==> config.mk <==
export PLATFORM = sky130hd
export DESIGN_NAME = qenc_pos_counter
export DESIGN_NICKNAME = d
export VERILOG_FILES = /design/src/rtl/qenc_pkg.sv /design/src/rtl/qenc_sample_div.sv /design/src/rtl/qenc_in_filter.sv /design/src/rtl/qenc_step_decode.sv /design/src/rtl/qenc_pos_reg.sv /design/src/rtl/qenc_pos_counter.sv
export SDC_FILE = /design/constraint.sdc
export NUM_CORES = 1
export LEC_CHECK = 0
export ABC_AREA = 1
export BUFFER_PORTS_ARGS = -buffer_cell sky130_fd_sc_hd__buf_2
export CAP_MARGIN = 15
export CORE_MARGIN = 2
export CORE_UTILIZATION = 40
export DETAILED_ROUTE_END_ITERATION = 10
export HOLD_SLACK_MARGIN = 0.02
export PLACE_DENSITY_LB_ADDON = 0.12
export SYNTH_ARGS = -nofsm -noshare
export SYNTH_HDL_FRONTEND = slang
export SYNTH_SLANG_ARGS = --single-unit
==> constraint.sdc <==
create_clock -name clk_i -period 2.9 [get_ports clk_i]
set_clock_uncertainty 0.1 [all_clocks]
set_input_delay 0.58 -clock clk_i [delete_from_list [all_inputs] [get_ports clk_i]]
set_output_delay 0.58 -clock clk_i [all_outputs]
set_load 0.03 [all_outputs]
==> src/rtl/qenc_pkg.sv <==
package qenc_pkg;
  typedef enum logic [1:0] {
    STEP_NONE = 2'd0,
    STEP_UP   = 2'd1,
    STEP_DN   = 2'd2,
    STEP_ERR  = 2'd3
  } step_e;

  localparam int unsigned IN_A   = 0;
  localparam int unsigned IN_B   = 1;
  localparam int unsigned IN_IDX = 2;
  localparam int unsigned N_IN   = 3;
endpackage

==> src/rtl/qenc_sample_div.sv <==
module qenc_sample_div #(
  parameter int unsigned DIV_W = 4
) (
  input  logic             clk_i,
  input  logic             rst_ni,
  input  logic [DIV_W-1:0] div_i,
  output logic             tick_o
);
  logic [DIV_W-1:0] cnt_q;

  // >= keeps the tick period bounded when div_i shrinks mid-count
  assign tick_o = (cnt_q >= div_i);

  always_ff @(posedge clk_i or negedge rst_ni) begin
    if (!rst_ni)     cnt_q <= '0;
    else if (tick_o) cnt_q <= '0;
    else             cnt_q <= cnt_q + 1'b1;
  end
endmodule

==> src/rtl/qenc_in_filter.sv <==
module qenc_in_filter #(
  parameter int unsigned FILT_N = 3
) (
  input  logic clk_i,
  input  logic rst_ni,
  input  logic tick_i,
  input  logic raw_i,
  output logic filt_o
);
  logic              sync1_q, sync2_q;
  logic [FILT_N-1:0] hist_q;
  logic [FILT_N-1:0] hist_d;

  always_ff @(posedge clk_i or negedge rst_ni) begin
    if (!rst_ni) begin
      sync1_q <= 1'b0;
      sync2_q <= 1'b0;
    end else begin
      sync1_q <= raw_i;
      sync2_q <= sync1_q;
    end
  end

  assign hist_d = {hist_q[FILT_N-2:0], sync2_q};

  always_ff @(posedge clk_i or negedge rst_ni) begin
    if (!rst_ni) begin
      hist_q <= '0;
      filt_o <= 1'b0;
    end else if (tick_i) begin
      hist_q <= hist_d;
      if (&hist_d)       filt_o <= 1'b1;
      else if (~|hist_d) filt_o <= 1'b0;
    end
  end
endmodule

==> src/rtl/qenc_step_decode.sv <==
module qenc_step_decode
  import qenc_pkg::*;
(
  input  logic  clk_i,
  input  logic  rst_ni,
  input  logic  a_i,
  input  logic  b_i,
  output step_e step_o
);
  logic a_q, b_q;
  logic a_chg, b_chg;

  always_ff @(posedge clk_i or negedge rst_ni) begin
    if (!rst_ni) begin
      a_q <= 1'b0;
      b_q <= 1'b0;
    end else begin
      a_q <= a_i;
      b_q <= b_i;
    end
  end

  assign a_chg = a_i ^ a_q;
  assign b_chg = b_i ^ b_q;

  always_comb begin
    if (a_chg && b_chg)      step_o = STEP_ERR;
    else if (a_chg || b_chg) step_o = (a_i ^ b_q) ? STEP_UP : STEP_DN;
    else                     step_o = STEP_NONE;
  end
endmodule

==> src/rtl/qenc_pos_reg.sv <==
module qenc_pos_reg
  import qenc_pkg::*;
#(
  parameter int unsigned CNT_W = 16
) (
  input  logic             clk_i,
  input  logic             rst_ni,
  input  logic             clr_i,
  input  logic             en_i,
  input  step_e            step_i,
  input  logic [CNT_W-1:0] max_i,
  input  logic             snap_i,
  output logic [CNT_W-1:0] pos_o,
  output logic [CNT_W-1:0] snap_o
);
  logic [CNT_W-1:0] pos_d;

  always_comb begin
    pos_d = pos_o;
    if (clr_i) begin
      pos_d = '0;
    end else if (en_i) begin
      unique case (step_i)
        STEP_UP: pos_d = (pos_o >= max_i) ? '0 : pos_o + 1'b1;
        STEP_DN: pos_d = (pos_o == '0) ? max_i : pos_o - 1'b1;
        default: pos_d = pos_o;
      endcase
    end
  end

  always_ff @(posedge clk_i or negedge rst_ni) begin
    if (!rst_ni) begin
      pos_o  <= '0;
      snap_o <= '0;
    end else begin
      pos_o <= pos_d;
      if (snap_i) snap_o <= pos_o;
    end
  end
endmodule

==> src/rtl/qenc_pos_counter.sv <==
module qenc_pos_counter
  import qenc_pkg::*;
#(
  parameter int unsigned CNT_W  = 16,
  parameter int unsigned DIV_W  = 4,
  parameter int unsigned FILT_N = 3
) (
  input  logic               clk_i,
  input  logic               rst_ni,
  input  logic               a_i,
  input  logic               b_i,
  input  logic               idx_i,
  input  logic [DIV_W-1:0]   div_i,
  input  logic               en_i,
  input  logic [CNT_W-1:0]   max_cnt_i,
  input  logic               clr_i,
  input  logic               err_clr_i,
  input  logic               snap_i,
  input  logic               rd_hi_i,
  output logic [CNT_W-1:0]   pos_o,
  output logic [CNT_W/2-1:0] rd_half_o,
  output logic               dir_o,
  output logic               err_o,
  output logic               idx_o
);
  localparam int unsigned HALF_W = CNT_W / 2;

  logic             tick;
  logic [N_IN-1:0]  raw;
  logic [N_IN-1:0]  filt;
  step_e            step;
  logic [CNT_W-1:0] snap;

  assign raw[IN_A]   = a_i;
  assign raw[IN_B]   = b_i;
  assign raw[IN_IDX] = idx_i;

  qenc_sample_div #(.DIV_W(DIV_W)) u_div (
    .clk_i  (clk_i),
    .rst_ni (rst_ni),
    .div_i  (div_i),
    .tick_o (tick)
  );

  for (genvar g = 0; g < N_IN; g++) begin : g_filt
    qenc_in_filter #(.FILT_N(FILT_N)) u_filt (
      .clk_i  (clk_i),
      .rst_ni (rst_ni),
      .tick_i (tick),
      .raw_i  (raw[g]),
      .filt_o (filt[g])
    );
  end

  qenc_step_decode u_dec (
    .clk_i  (clk_i),
    .rst_ni (rst_ni),
    .a_i    (filt[IN_A]),
    .b_i    (filt[IN_B]),
    .step_o (step)
  );

  qenc_pos_reg #(.CNT_W(CNT_W)) u_pos (
    .clk_i  (clk_i),
    .rst_ni (rst_ni),
    .clr_i  (clr_i),
    .en_i   (en_i),
    .step_i (step),
    .max_i  (max_cnt_i),
    .snap_i (snap_i),
    .pos_o  (pos_o),
    .snap_o (snap)
  );

  always_ff @(posedge clk_i or negedge rst_ni) begin
    if (!rst_ni) begin
      dir_o <= 1'b0;
      err_o <= 1'b0;
    end else begin
      if (step == STEP_ERR) err_o <= 1'b1;
      else if (err_clr_i)   err_o <= 1'b0;
      if (en_i && !clr_i) begin
        if (step == STEP_UP)      dir_o <= 1'b1;
        else if (step == STEP_DN) dir_o <= 1'b0;
      end
    end
  end

  assign rd_half_o = rd_hi_i ? snap[CNT_W-1 -: HALF_W] : snap[HALF_W-1:0];
  assign idx_o     = filt[IN_IDX];
endmodule

## After elaboration in Yosys (flattened, before gate mapping)

Cells that the tools add are included.

- Add/sub/neg operators: 3
- Magnitude comparators: 2
- Equal/unequal tests: 6
- Multiplexer cells: 20
- Bitwise gates (word level): 3
- Reductions and logical operators: 20

Operators with widths:

| cell | count |
|---|---|
| 16-bit two-way mux | 4 |
| 16-bit one-hot mux with 2 select lines | 1 |
| 16-bit by 1-bit adder with 16-bit output, second input constant | 1 |
| 16-bit >= comparator | 1 |
| 16-bit zero test | 1 |
| 16-bit by 1-bit subtractor with 16-bit output, second input constant | 1 |
| 1-bit two-way mux | 10 |
| 2-bit AND reduction | 5 |
| 3-bit AND reduction | 3 |
| 3-bit OR reduction | 3 |
| 8-bit two-way mux | 1 |
| 2-bit two-way mux | 3 |
| 2-bit by 1-bit != test with 1-bit output, second input constant | 3 |
| 2-bit nonzero test | 3 |
| 4-bit by 1-bit adder with 4-bit output, second input constant | 1 |
| 2-bit equality test, second input constant | 2 |
| 4-bit >= comparator | 1 |
| 4-bit two-way mux | 1 |
| 3-bit nonzero test | 1 |
| 1-bit XOR | 3 |
| 2-bit by 1-bit equality test with 1-bit output, second input constant | 1 |
| 1-bit logical AND | 2 |
| 1-bit zero test | 1 |
| 1-bit logical OR | 1 |

- Register bits after elaboration: 55
- Input port bits: 30
- Output and inout port bits: 27
- Word-level logic and storage cells: 73

## Logic depth before layout (Yosys ltp)

- Depth in word-level cells: 8
- Gate-level depth with buffers: 15
- Depth with buffers taken out: 14

## By module

Synthesis repeated with hierarchy kept, for this count alone.

- Cells, all modules: 629
- Area, all modules: 4270.3 um2

By module, submodules not included:

| module | times used | cells an instance | area an instance (um2) | seq. area each (um2) |
|---|---|---|---|---|
| qenc_pos_reg | 1 | 487 | 3101.7 | 800.8 |
| qenc_in_filter | 3 | 18 | 181.4 | 125.1 |
| qenc_sample_div | 1 | 31 | 270.3 | 100.1 |
| qenc_pos_counter | 1 | 37 | 221.5 | 50.0 |
| qenc_step_decode | 1 | 20 | 132.6 | 50.0 |

## Least setup slack after synthesis

Ideal clock, no wire load.

- Kind: reg-to-reg
- From: reg g_filt[0].u_filt.filt_o
- To: reg u_pos.pos_o[6]
- Library setup time: 66 ps
- Data arrival time: 2039 ps
- Data required time: 2734 ps
- Path slack: 694 ps
- Cell stages (with the launch flop): 13
- Path buffers: 2
- Clock period less this slack: 2206 ps
- Cell sequence: dfrtp_1 -> xnor2_1 -> and2_1 -> a21oi_1 -> inv_1 -> ha_1 -> buf_2 -> o21ai_1 -> inv_1 -> nor2_2 -> clkbuf_1 -> nand2_1 -> nand2_1

- Longest elaborated chain between the ends: 8
- Elaborated cells between the ends (all ways): 14
- Those cells by class: 2 x eq/ne; 6 x mux; 2 x bitwise; 4 x reduce/logical

RTL lines:

| what | RTL line | source |
|---|---|---|
| start, declared | qenc_in_filter.sv:8 | `output logic filt_o` |
| start signal, assigned | qenc_in_filter.sv:29 | `filt_o <= 1'b0;` |
| start signal, assigned | qenc_in_filter.sv:32 | `if (&hist_d) filt_o <= 1'b1;` |
| start signal, assigned | qenc_in_filter.sv:33 | `else if (~\|hist_d) filt_o <= 1'b0;` |
| 1-bit XOR, on equally long branches | qenc_step_decode.sv:28, qenc_step_decode.sv:23 |  |
| 2-bit two-way mux or 1-bit logical OR (tied branches) | qenc_step_decode.sv:28 | `else if (a_chg \|\| b_chg) step_o = (a_i ^ b_q) ? STEP_UP : STEP_DN;` |
| 2-bit two-way mux | qenc_step_decode.sv:28 |  |
| 2-bit two-way mux * | qenc_step_decode.sv:27 | `if (a_chg && b_chg) step_o = STEP_ERR;` |
| 2-bit equality test or 2-bit by 1-bit equality test with 1-bit output (tied branches) | qenc_pos_reg.sv:23 | `unique case (step_i)` |
| 16-bit one-hot mux with 2 select lines | qenc_pos_reg.sv:23 |  |
| 16-bit two-way mux | qenc_pos_reg.sv:22 | `end else if (en_i) begin` |
| 16-bit two-way mux | qenc_pos_reg.sv:20 | `if (clr_i) begin` |
| end signal, assigned | qenc_pos_reg.sv:36 | `pos_o <= pos_d;` |
| end, declared | qenc_pos_reg.sv:13 | `output logic [CNT_W-1:0] pos_o,` |

Every way passes the cells marked *; elsewhere a longest branch is shown, timed or not. The select of a mux whose other input is x is not followed.
A chain may end at the register's enable or synchronous reset.

## Worst setup path after layout

- From: reg g_filt[0].u_filt.filt_o
- To: reg u_pos.pos_o[5]

Same word-level chain as after synthesis.

==> results.rst <==
.. list-table::
   :header-rows: 1

   * - Metric
     - Value
   * - Global placement routability congestion
     - ~0.96
   * - Count of warnings emitted by yosys
     - 0
   * - Share of cells above drive strength 1
     - 0.175
   * - Crit end category
     - flop
   * - Fmax
     - 0.424 GHz
   * - Library cell contributing the largest single delay on the critical path
     - sky130_fd_sc_hd__dfrtp_1
   * - CTS tree
     - built
   * - Kind of path behind the tightest hold check
     - input pin to async pin
   * - Vias in the first global route
     - about 3700
   * - Effective utilization at floorplan
     - 0.409
   * - Kind of start point of the critical path
     - flop
   * - Number of gates resized after CTS
     - 0
   * - Cell count after synthesis
     - roughly 560
   * - Setup repair after global routing missed its margin
     - false
   * - #FFs+latches synth
     - 55
   * - Kind of cell adding the most delay to the critical path
     - simple AND/OR/NAND/NOR gates
   * - Required @ worst endpoint
     - 3.07 ns
   * - Worst-case headroom to the max-slew limit
     - 0.608
   * - Total buffers and inverters traversed by the critical path
     - 1
   * - Sequential share of the synthesized area
     - 0.346
   * - Number of hold violations in the final report
     - 0
   * - Average instance area after synthesis
     - ~7.1 µm²
   * - Global-route usage over all layers
     - 0.210
   * - # port buffers
     - 56
   * - Clock transition at the registers of the reported paths
     - between 0.1 and 0.15 ns
   * - Final min period
     - approximately 2.4 ns
   * - Arrival time worst endpoint
     - between 2 and 3 ns
   * - Worst Setup Path Type
     - flop to flop
   * - Maximum net fanout on the critical path
     - 11
   * - Total setup buffers inserted after CTS
     - 0
   * - Clock Sinks
     - 55
   * - Grt ovf
     - 0
   * - Outcome
     - finished clean
   * - Count of final max-slew check failures
     - 0
   * - Initial antenna violation count
     - 0
   * - Crit path largest cell delay
     - between 0.4 and 0.5 ns
   * - Syn-to-layout area delta
     - 13.4%
   * - Worst Tran Pin Value
     - around 0.6 ns
   * - Placement row count
     - 36
   * - Logic depth of the worst setup path including buffers
     - 10
   * - List of cells traversed by the critical path
     - xnor2_1 -> and2_1 -> a21oi_1 -> ha_1 -> o21ai_1 -> nor2_1 -> inv_1 -> a21oi_1 -> nand2_1 -> nand2_1
   * - Number of buffers created by CTS
     - 5
   * - Cell Area, Synth
     - between 3000 and 4000 µm²
   * - Clock tree root driver cell
     - sky130_fd_sc_hd__clkbuf_8
   * - Number of cells on the worst reg-to-reg path
     - 10
   * - Width of the die
     - slightly above 100 µm
   * - Residual antenna-violating net count after detailed routing
     - 0
   * - Count of H-tree levels built during CTS
     - 2
   * - DIE AREA
     - approximately 11000 µm²
   * - Number of diodes
     - 0
   * - Max clock buf depth
     - 2
   * - DR vias
     - about 3700
   * - First-pass GRT wire length
     - approximately 18000 µm
   * - Setup violators final
     - 0
   * - Timing startpoint of the critical path
     - g_filt[0].u_filt.filt_o
   * - Routed wirelength normalized by instance count
     - 14.1 µm
   * - Final cycle utilization of the critical path
     - 0.813
   * - Number of fill cells in the layout
     - 1032
   * - Mapped Nets
     - 614
   * - Post-DR vias/cell
     - 4.98
   * - Setup total negative slack
     - 0 ns
   * - Number of placed I/O pins
     - between 50 and 60
   * - Maxcap violations
     - 0
   * - First-pass iteration count of the detailed router
     - 4
   * - Final wirelength
     - about 11000 µm
   * - Hold Buf Count CTS
     - 0
   * - Most used cells in the layout excluding fill and tap cells
     - sky130_fd_sc_hd__nand2_1 (151), sky130_fd_sc_hd__inv_1 (74), sky130_fd_sc_hd__buf_2 (56), sky130_fd_sc_hd__dfrtp_1 (55), sky130_fd_sc_hd__nor2_1 (47)
   * - Drt initial violations
     - approximately 220
   * - Worst r2r src
     - g_filt[0].u_filt.filt_o
   * - Count of distinct cell types in the synthesized netlist
     - 34
   * - Remaining design rule violation count
     - 0
   * - Net count reported at finish
     - 671
   * - Most frequent standard cell in the layout excluding fill and tap cells
     - sky130_fd_sc_hd__nand2_1
   * - Largest net degree at the start of global routing
     - 33
   * - Post-DP HPWL
     - around 8100 µm
   * - Placeable core region
     - ~10000 µm²
   * - Worst-Skew Late Latency
     - around 0.33 ns
   * - Height of the die
     - 104 µm
## stage by stage
step	hold slack (ns)	cells	util	setup WS [ns]	instance area, µm²
floorplan	0.184	558	-	0.694	3980
global placement	0.233	741	0.454	0.461	4420
detailed placement	0.242	741	0.454	0.487	4420
CTS	0.0861	749	0.464	0.545	4520
global route	0.0939	749	0.464	0.181	4520
finish	0.0757	749	0.464	0.543	4520
## synth_stat cells (all sizes together)
| library cell | count | area share |
|---|---|---|
| nand2 | 158 | 0.16 |
| inv | 74 | 0.070 |
| nor2 | 63 | 0.078 |
| dfrtp | 55 | 0.35 |
| o21ai | 55 | 0.069 |
| nand3 | 39 | 0.050 |
| a21oi | 28 | 0.036 |
| ha | 26 | 0.082 |
| buf | 12 | 0.022 |
| xor2 | 12 | 0.026 |
| clkbuf | 8 | 0.0079 |
| nand4 | 7 | 0.011 |
| xnor2 | 7 | 0.015 |
| nor3 | 5 | 0.013 |
| mux2 | 2 | 0.0057 |
| o211ai | 2 | 0.0038 |
| and2 | 1 | 0.0016 |
| clkinv | 1 | 0.00094 |
| nand3b | 1 | 0.0019 |
| nor3b | 1 | 0.0019 |
| o21bai | 1 | 0.0019 |
## worst register-to-register path: stages, from the launching register on
cell	delay, ns
sky130_fd_sc_hd__dfrtp_1	0.44
sky130_fd_sc_hd__xnor2_1	0.15
sky130_fd_sc_hd__and2_1	0.17
sky130_fd_sc_hd__a21oi_1	0.17
sky130_fd_sc_hd__ha_1	0.21
sky130_fd_sc_hd__o21ai_1	0.08
sky130_fd_sc_hd__nor2_1	0.33
sky130_fd_sc_hd__inv_1	0.30
sky130_fd_sc_hd__a21oi_1	0.20
sky130_fd_sc_hd__nand2_1	0.07
sky130_fd_sc_hd__nand2_1	0.08
## cell type report
cell class / instances / area, µm² / share of cell area
repair buffers: 70 / 385 / 0.0853
clock inverters: 3 / 31.3 / 0.00693
inverters: 75 / 282 / 0.0623
clock buffers: 5 / 68.8 / 0.0152
well taps: 133 / 166 / 0.0369
multi-input cells: 408 / 2210 / 0.489
flip-flops and latches: 55 / 1380 / 0.305
## layer usage
metal / wire, µm / vias to the layer above / track usage
met2: 4850 / 86 / 0.342
li1: - / 1887 / -
met4: 283 / 0 / 0.0724
met3: 416 / 21 / 0.0283
met5: 0 / - / 0
met1: 5000 / 1738 / 0.287
## state kept, by name, summed over array words and instances (netlist names)
| register | count |
|---|---|
| dir_o | 1 |
| err_o | 1 |
| g_filt.u_filt.filt_o | 3 |
| g_filt.u_filt.hist_q | 6 |
| g_filt.u_filt.sync1_q | 3 |
| g_filt.u_filt.sync2_q | 3 |
| u_dec.a_q | 1 |
| u_dec.b_q | 1 |
| u_div.cnt_q | 4 |
| u_pos.pos_o | 16 |
| u_pos.snap_o | 16 |
## cell families after synthesis
family,Yosys count,share of synthesized area
adder cells (fa/ha/maj),26,0.0817
AO/OA/AOI/OAI,86,0.111
flip-flops,55,0.346
buffers and inverters,95,0.100
AND/OR/NAND/NOR,275,0.314
XOR/XNOR,19,0.0418
multiplexers,2,0.00566
## worst paths after layout
check / end / slack, ns
max in group asynchronous: u_pos.pos_o[10] / 1.95
min in group clk_i: g_filt[2].u_filt.sync1_q / 0.25
min: g_filt[2].u_filt.sync1_q / 0.08
max: u_pos.pos_o[5] / 0.54
max reg2reg: u_pos.pos_o[5] / 0.54
min reg2reg: g_filt[1].u_filt.sync2_q / 0.27
Power is not shown: default switching activity piles up to over one toggle a cycle in this logic, so the estimate is an artifact.
